**config.mk**
```make
export PLATFORM = sky130hd
export DESIGN_NAME = quad_dac_front
export DESIGN_NICKNAME = d
export VERILOG_FILES = /design/src/rtl/qdac_pkg.sv /design/src/rtl/qdac_sync.sv /design/src/rtl/qdac_edge.sv /design/src/rtl/qdac_shift.sv /design/src/rtl/qdac_bank.sv /design/src/rtl/quad_dac_front.sv
export SDC_FILE = /design/constraint.sdc
export NUM_CORES = 1
export LEC_CHECK = 0
export BUFFER_PORTS_ARGS = -buffer_cell sky130_fd_sc_hd__clkbuf_2
export CAP_MARGIN = 0
export CORE_MARGIN = 2
export CORE_UTILIZATION = 50
export DETAILED_ROUTE_END_ITERATION = 10
export PLACE_DENSITY = 0.75
export SYNTH_ARGS = -nofsm -noshare
export SYNTH_HDL_FRONTEND = slang
export SYNTH_SLANG_ARGS = --single-unit
```
**constraint.sdc**
```tcl
create_clock -name clk -period 5 [get_ports clk]
set_input_delay 1 -clock clk [delete_from_list [all_inputs] [get_ports clk]]
set_output_delay 1 -clock clk [all_outputs]
set_load 0.05 [all_outputs]
```
**src/rtl/qdac_pkg.sv**
```systemverilog
package qdac_pkg;

    // Pin bundle carried through the synchronizer, in a fixed order.
    typedef struct packed {
        logic sel_n;
        logic sclk;
        logic sdin;
        logic latch_n;
        logic commit;
        logic clr_trig;
        logic clr_mid;
    } pins_t;

    localparam int PIN_COUNT = $bits(pins_t);

    // Value of each synchronizer stage in reset: strobe pins idle high so
    // that a pin held high through reset gives no edge on release.
    localparam pins_t PINS_IDLE = '{
        sel_n:    1'b1,
        sclk:     1'b1,
        sdin:     1'b0,
        latch_n:  1'b1,
        commit:   1'b1,
        clr_trig: 1'b1,
        clr_mid:  1'b0
    };

endpackage

```
**src/rtl/qdac_sync.sv**
```systemverilog
module qdac_sync #(
    parameter int              W       = 1,
    parameter logic [W-1:0]    RST_VAL = '0
) (
    input  logic         clk,
    input  logic         rst_n,
    input  logic [W-1:0] async_i,
    output logic [W-1:0] sync_o
);

    typedef struct packed {
        logic [W-1:0] s1;
        logic [W-1:0] s2;
    } st_t;

    st_t q, d;

    always_comb begin
        d    = q;
        d.s1 = async_i;
        d.s2 = q.s1;
    end

    always_ff @(posedge clk) begin
        if (!rst_n) begin
            q.s1 <= RST_VAL;
            q.s2 <= RST_VAL;
        end else begin
            q <= d;
        end
    end

    assign sync_o = q.s2;

endmodule

```
**src/rtl/qdac_edge.sv**
```systemverilog
module qdac_edge (
    input  logic clk,
    input  logic rst_n,
    input  logic sel_n_s,
    input  logic sclk_s,
    input  logic commit_s,
    input  logic clr_trig_s,
    output logic shift_ev,
    output logic commit_ev,
    output logic clear_ev
);

    typedef struct packed {
        logic prev_or;
        logic prev_commit;
        logic prev_clr;
    } st_t;

    st_t  q, d;
    logic shift_clk;

    // The shift clock is the OR of the two serial pins.
    assign shift_clk = sel_n_s | sclk_s;

    always_comb begin
        d             = q;
        d.prev_or     = shift_clk;
        d.prev_commit = commit_s;
        d.prev_clr    = clr_trig_s;
    end

    always_ff @(posedge clk) begin
        if (!rst_n) begin
            q.prev_or     <= 1'b1;
            q.prev_commit <= 1'b1;
            q.prev_clr    <= 1'b1;
        end else begin
            q <= d;
        end
    end

    assign shift_ev  = shift_clk  & ~q.prev_or;
    assign commit_ev = commit_s   & ~q.prev_commit;
    assign clear_ev  = clr_trig_s & ~q.prev_clr;

    // A rise needs a low level in between, so two in a row cannot occur.
    AST_SHIFT_SINGLE: assert property (@(posedge clk) disable iff (!rst_n)
        shift_ev |=> !shift_ev);
    AST_COMMIT_SINGLE: assert property (@(posedge clk) disable iff (!rst_n)
        commit_ev |=> !commit_ev);

endmodule

```
**src/rtl/qdac_shift.sv**
```systemverilog
module qdac_shift #(
    parameter int FRAME_W = 24,
    parameter int CODE_W  = 16,
    parameter int ADDR_W  = 2
) (
    input  logic              clk,
    input  logic              rst_n,
    input  logic              shift_ev,
    input  logic              sdin_s,
    output logic [ADDR_W-1:0] addr_o,
    output logic              bcast_o,
    output logic [CODE_W-1:0] code_o
);

    localparam int BCAST_BIT = FRAME_W - ADDR_W - 1;

    typedef struct packed {
        logic [FRAME_W-1:0] sr;
    } st_t;

    st_t q, d;

    always_comb begin
        d = q;
        if (shift_ev) begin
            d.sr = {q.sr[FRAME_W-2:0], sdin_s};
        end
    end

    always_ff @(posedge clk) begin
        if (!rst_n) begin
            q.sr <= '0;
        end else begin
            q <= d;
        end
    end

    assign addr_o  = q.sr[FRAME_W-1 -: ADDR_W];
    assign bcast_o = q.sr[BCAST_BIT];
    assign code_o  = q.sr[CODE_W-1:0];

    AST_SR_HOLD: assert property (@(posedge clk) disable iff (!rst_n)
        !shift_ev |=> $stable(q.sr));
    AST_SR_STEP: assert property (@(posedge clk) disable iff (!rst_n)
        shift_ev |=> (q.sr[0] == $past(sdin_s)) &&
                     (q.sr[FRAME_W-1:1] == $past(q.sr[FRAME_W-2:0])));

endmodule

```
**src/rtl/qdac_bank.sv**
```systemverilog
module qdac_bank #(
    parameter int NCH    = 4,
    parameter int CODE_W = 16,
    parameter int ADDR_W = 2
) (
    input  logic                         clk,
    input  logic                         rst_n,
    input  logic                         rst_mid,
    input  logic                         latch_n_s,
    input  logic                         clr_mid_s,
    input  logic                         commit_ev,
    input  logic                         clear_ev,
    input  logic [ADDR_W-1:0]            addr,
    input  logic                         bcast,
    input  logic [CODE_W-1:0]            code,
    output logic [NCH-1:0][CODE_W-1:0]   dac_o
);

    localparam logic [CODE_W-1:0] MID  = {1'b1, {(CODE_W-1){1'b0}}};
    localparam logic [CODE_W-1:0] ZERO = '0;

    typedef struct packed {
        logic [NCH-1:0][CODE_W-1:0] stage;
        logic [NCH-1:0][CODE_W-1:0] dac;
    } st_t;

    st_t  q, d;
    logic latch_act;

    assign latch_act = ~latch_n_s;

    always_comb begin
        d = q;
        // Staging registers: level-sensitive path from the shift register.
        if (latch_act) begin
            for (int c = 0; c < NCH; c++) begin
                if (bcast || (addr == ADDR_W'(c))) begin
                    d.stage[c] = code;
                end
            end
        end
        // Output registers: clear edge has priority over commit edge.
        if (clear_ev) begin
            for (int c = 0; c < NCH; c++) begin
                d.dac[c] = clr_mid_s ? MID : ZERO;
            end
        end else if (commit_ev) begin
            d.dac = q.stage;
        end
    end

    always_ff @(posedge clk) begin
        if (!rst_n) begin
            q.stage <= '0;
            for (int c = 0; c < NCH; c++) begin
                q.dac[c] <= rst_mid ? MID : ZERO;
            end
        end else begin
            q <= d;
        end
    end

    assign dac_o = q.dac;

    AST_STAGE_HOLD: assert property (@(posedge clk) disable iff (!rst_n)
        !latch_act |=> $stable(q.stage));
    AST_DAC_HOLD: assert property (@(posedge clk) disable iff (!rst_n)
        (!commit_ev && !clear_ev) |=> $stable(q.dac));
    AST_COMMIT_COPY: assert property (@(posedge clk) disable iff (!rst_n)
        (commit_ev && !clear_ev) |=> (q.dac == $past(q.stage)));

    for (genvar g = 0; g < NCH; g++) begin : g_chk
        AST_CLEAR_VALUE: assert property (@(posedge clk) disable iff (!rst_n)
            clear_ev |=> (q.dac[g] == ($past(clr_mid_s) ? MID : ZERO)));
        AST_BCAST_ALL: assert property (@(posedge clk) disable iff (!rst_n)
            (latch_act && bcast) |=> (q.stage[g] == $past(code)));
    end

endmodule

```
**src/rtl/quad_dac_front.sv**
```systemverilog
module quad_dac_front #(
    parameter int NCH     = 4,
    parameter int CODE_W  = 16,
    parameter int FRAME_W = 24
) (
    input  logic                    clk,
    input  logic                    rst_n,
    input  logic                    sel_n_i,
    input  logic                    sclk_i,
    input  logic                    sdin_i,
    input  logic                    latch_n_i,
    input  logic                    commit_i,
    input  logic                    clr_trig_i,
    input  logic                    clr_mid_i,
    output logic [NCH*CODE_W-1:0]   dac_codes_o
);

    import qdac_pkg::*;

    localparam int ADDR_W = $clog2(NCH);

    pins_t pins_raw, pins_s;

    logic              shift_ev, commit_ev, clear_ev;
    logic [ADDR_W-1:0] addr;
    logic              bcast;
    logic [CODE_W-1:0] code;
    logic [NCH-1:0][CODE_W-1:0] dac;

    always_comb begin
        pins_raw.sel_n    = sel_n_i;
        pins_raw.sclk     = sclk_i;
        pins_raw.sdin     = sdin_i;
        pins_raw.latch_n  = latch_n_i;
        pins_raw.commit   = commit_i;
        pins_raw.clr_trig = clr_trig_i;
        pins_raw.clr_mid  = clr_mid_i;
    end

    qdac_sync #(
        .W       (PIN_COUNT),
        .RST_VAL (PINS_IDLE)
    ) u_sync (
        .clk     (clk),
        .rst_n   (rst_n),
        .async_i (pins_raw),
        .sync_o  (pins_s)
    );

    qdac_edge u_edge (
        .clk        (clk),
        .rst_n      (rst_n),
        .sel_n_s    (pins_s.sel_n),
        .sclk_s     (pins_s.sclk),
        .commit_s   (pins_s.commit),
        .clr_trig_s (pins_s.clr_trig),
        .shift_ev   (shift_ev),
        .commit_ev  (commit_ev),
        .clear_ev   (clear_ev)
    );

    qdac_shift #(
        .FRAME_W (FRAME_W),
        .CODE_W  (CODE_W),
        .ADDR_W  (ADDR_W)
    ) u_shift (
        .clk      (clk),
        .rst_n    (rst_n),
        .shift_ev (shift_ev),
        .sdin_s   (pins_s.sdin),
        .addr_o   (addr),
        .bcast_o  (bcast),
        .code_o   (code)
    );

    qdac_bank #(
        .NCH    (NCH),
        .CODE_W (CODE_W),
        .ADDR_W (ADDR_W)
    ) u_bank (
        .clk       (clk),
        .rst_n     (rst_n),
        .rst_mid   (clr_mid_i),
        .latch_n_s (pins_s.latch_n),
        .clr_mid_s (pins_s.clr_mid),
        .commit_ev (commit_ev),
        .clear_ev  (clear_ev),
        .addr      (addr),
        .bcast     (bcast),
        .code      (code),
        .dac_o     (dac)
    );

    assign dac_codes_o = dac;

    AST_EVENTS_NEED_RUN: assert property (@(posedge clk) disable iff (!rst_n)
        clear_ev |=> !clear_ev);

endmodule

```
* After elaboration in Yosys (flattened, before gate mapping)
Cells that the tools add are included.
** Operators by class
- Equality and inequality tests :: 4
- Muxes and demuxes :: 5
- Bitwise operators :: 8
- Reduce and logical (&&, ||, !) cells :: 9
** Operators with widths (number)
- two-way mux 64 bit :: 3
- two-way mux 16 bit :: 2
- AND reduction 2 bit :: 4
- equality test 2 bit (second input constant) :: 2
- logical OR 1 bit :: 4
- NOT 1 bit :: 4
- bitwise AND 1 bit :: 3
- != test 3 x 1 -> 1 bit (second input constant) :: 1
- equality test 2 x 1 -> 1 bit (second input constant) :: 1
- zero test 2 bit :: 1
- OR 1 bit :: 1
** Word-level totals
- Register bits :: 169
- Output and inout port bits :: 64

* Logic depth before layout (Yosys ltp)
- Depth in word-level cells :: 5
- Depth in mapped cells :: 5

* Hierarchy
A second synthesis with hierarchy kept.
** Second synthesis, totals
- Cell total of the unflattened synthesis :: 570
- Area total of the unflattened synthesis :: 6837.8 um^2
** By module, submodules not included
- qdac_bank :: times used 1, cells each 437, area each 5286.3 um^2, sequential area each 3203.1 um^2
- qdac_shift :: times used 1, cells each 95, area each 1064.8 um^2, sequential area each 480.5 um^2
- qdac_sync :: times used 1, cells each 29, area each 380.4 um^2, sequential area each 280.3 um^2
- qdac_edge :: times used 1, cells each 9, area each 106.4 um^2, sequential area each 60.1 um^2

* Worst setup path after synthesis
No wires, ideal clock.
- Path type :: input port to flip-flop
- Start :: input rst_n
- End :: register u_bank.dac_o[0] (netlist name)
- Library setup time :: 0.494 ns
- Arrival :: 3.341 ns
- Data required time :: 4.506 ns
- Slack :: 1.165 ns
- Stages on the path :: 3
- Buffers on the path :: 1
- Cell sequence :: buf_2 and2_1 o21ai_1
** On the way
- Cells in the longest elaborated chain, start to end :: 1
** RTL lines
- from (decl) :: RTL line quad_dac_front.sv:7 : input logic rst_n,
- != test 3 x 1 -> 1 bit (no source line)
Every way passes these cells.
A chain may end at the register's enable or synchronous reset.

* Worst setup path in the final report
- Start :: input rst_n
- End :: register u_bank.dac_o[15] (netlist name)
** On the way
- Cells in the longest elaborated chain, start to end :: 1
** RTL lines
- two-way mux 64 bit :: RTL line qdac_bank.sv:53 : if (!rst_n) begin
Every way passes these cells.

==> flow_metrics.tcl <==
set metrics [dict create \
    swShare 0.2303 \
    cts-root-buf "clkbuf_16" \
    synth_warnings 0 \
    num_antenna_cells 0 \
    final_nets 587 \
    drt_iter0_drc 316 \
    hold_viol_final 0 \
    final_util 0.5442 \
    area_growth_syn_to_layout_pct 7.113 \
    p_comb_frac 0.061 \
    post_cts_resized 0 \
    clk_latency_ps 420 \
    synthesis.nets 593 \
    yosysTopAreaCell "dfxtp_1" \
    top_layer "met4" \
    postLayoutCellArea_sq_um 7178 \
    hold_path_class "reg2reg" \
    die_area_sq_um 14340 \
    layoutNonFillerInstCount 767 \
    vias 3813 \
    setup_slack_ps 2297 \
    ant_nets 0 \
    critPathArrivalTime_ps 2880 \
    slew_violations 0 \
    cts_max_level 4 \
    finalPower_mw 2.900 \
    worstPathRequired_ps 5170 \
    holdCritStartpoint "u_sync.d[5]" \
    place_ws_ps 1906 \
    p_switching_uw 667.8 \
    avgSynthCellArea_sq_um 11.48 \
    syn-cell-area_sq_um 6701 \
    cpPeakStageDelay_ps 820 \
    cp-end-kind "register" \
    grt_pass1_wl_um 18240 \
    crit_path_max_fanout 111 \
    min_period_ps 2703 \
    num_rows 42 \
    post_cts_buffers 0 \
    run_status "completed" \
    cp-start-kind "primary input" \
    die_h_um 119.8 \
    wl_met2_um 5612 \
    grt-ovfl-total 0 \
    grt_use_total 0.1661 \
    dominantRegCellSynth "dfxtp_1" \
    numCtsBuffers 17 \
    yosysMostFrequentCell "nand2_1" \
    vias_per_cell 4.971 \
    cts.clk_slew.worst_paths_ps 60 \
    synth_edf_count 64 \
    wl_per_cell_um 14.69 \
    powerDensity_nw_per_um2 404.0 \
    cpMostUsedCell "buf_4" \
    start_util 0.5081 \
    cts_hold_buffers 0 \
    hold_depth 1 \
    gp_congestion 0.8271 \
    post-route-drc-count 0 \
    holdWs_ps 408.4 \
    min_to "u_sync.sync_o[5]" \
    wl_met3_um 425 \
    drt_pass1_iterations 4 \
    p_int_mw 2.232 \
    fmax_ghz 0.3700 \
    synth_top_area_share 0.3137 \
    place_area_sq_um 6606 \
    peakVddDrop_mv 0.2441 \
    synth.top_cells.by_count "nand2_1, dfxtp_1, buf_4, edfxtp_1, mux2i_1" \
    ys_seq_area_frac 0.6004 \
    drt-total-wl_um 11270 \
    r2r_slack_ps 2750 \
    tightestPinTransition_ps 1153 \
    synthArstFlopShare 0 \
    rsz0062_at_grt "no" \
    clock_path_buffers 2 \
    io_buffers 72 \
    crit_type "in2reg" \
    hpwl_um 7155 \
    p_leak_nw 3.107 \
    skew_ps 6.296 \
    netlist_instances 584 \
    wl_met1_um 5029 \
    dp.cells 735 \
    grt_pass1_vias 3589 \
    grt_max_degree 112 \
    clock_power_share 0.432 \
    rr_endpoint "u_bank.dac_o[36]" \
    p_seq_frac 0.507 \
    die_w_um 119.8 \
    synth_area_leaders "dfxtp_1, edfxtp_1, mux2i_1" \
    numClockSinks 169 \
    crit_slowest_cell "buf_4" \
    tns_ps 0 \
    drive_gt1_frac 0.1997 \
    ys_ff_latch 169 \
    period_share 0.5405 \
    ios 73 \
    max_cap_violations 0 \
    antenna_found_initial 0 \
    setup_viol 0 \
    r2r_cells 5 \
    max-slew-margin-rel 0.2305 \
    cp_cell_sequence "buf_4 -> buf_4 -> o22ai_1 -> a21o_1" \
    r2r-start "u_edge.q[0]" \
    ys_types 29 \
    coreArea_sq_um 13190 \
    cts_tree "built" \
]
[final cells by class]
type                    count  area [sq um]
multi-input cells         313          1969
clock inverters            13         128.9
clock buffers              19         442.9
well taps                 176         220.2
fillers                  1135          6012
repair buffers             75         385.4
inverters                   2         7.507
flip-flops and latches    169          4024
[placed cells by master, fill, tap and decap left out, types with 2 or more instances in the layout]
master | synthesis | routed
and2_1 | 5 | 5
clkbuf_16 | 0 | 17
nand2_1 | 125 | 125
edfxtp_1 | 64 | 64
and3_1 | 60 | 60
dfxtp_1 | 105 | 105
nand2b_1 | 12 | 12
a21o_1 | 4 | 4
a21boi_1 | 24 | 24
clkbuf_2 | 0 | 71
clkinv_1 | 0 | 2
o21bai_2 | 2 | 3
buf_4 | 64 | 4
inv_1 | 2 | 2
o21ba_2 | 2 | 2
clkinv_2 | 0 | 3
nand2_2 | 6 | 6
clkinvlp_4 | 0 | 5
bufinv_16 | 0 | 2
mux2i_1 | 64 | 64
[power by group through the flow]
stage	combinational (mW)	sequential, mW	clock, mW
2_1_floorplan	0.181	1.50	0
3_3_place_gp	0.175	1.50	0
3_5_place_dp	0.177	1.50	0
4_1_cts	0.177	1.47	1.27
5_1_grt	0.185	1.47	1.33
6_report	0.176	1.47	1.25
[worst max-delay path, delay by kind of cell]
kind            cells  cell delay, ps
buf+inv             2            1330
compound gates      2             480
[metal layers]
layer / GRT usage / up-vias
li1: - / 1886
met4: 0.07574 / 0
met3: 0.04705 / 20
met2: 0.2700 / 75
met1: 0.2061 / 1832
met5: 0 / -
[cells by family (layout without fill, tap and decap cells)]
logic type	after synthesis	count (layout)	synth area share
multiplexers	64	64	0.09559
buffers and inverters	102	109	0.1079
AO/OA/AOI/OAI	36	36	0.04126
flip-flops	169	169	0.6004
AND/OR/NAND/NOR	213	213	0.1548
[sequential cells by signal (all words and copies together), names as in the netlist]
register / count
u_bank.q: 64
u_bank.dac_o: 64
u_shift.q: 24
u_edge.q: 3
u_sync.d: 7
u_sync.sync_o: 7
[how the worst max path moves through the flow]
stage	endpoint	slack [ps]	startpoint	depth (start not counted)
after global placement	u_bank.dac_o[15]	1980	rst_n	4
after floorplan	u_bank.dac_o[0]	1170	rst_n	3
after detailed placement	u_bank.dac_o[15]	1910	rst_n	4
after global routing	u_bank.dac_o[15]	2160	rst_n	4
after CTS	u_bank.dac_o[15]	2350	rst_n	4
final	u_bank.dac_o[15]	2300	rst_n	4
Note: power is estimated with default switching activity, not from simulation.
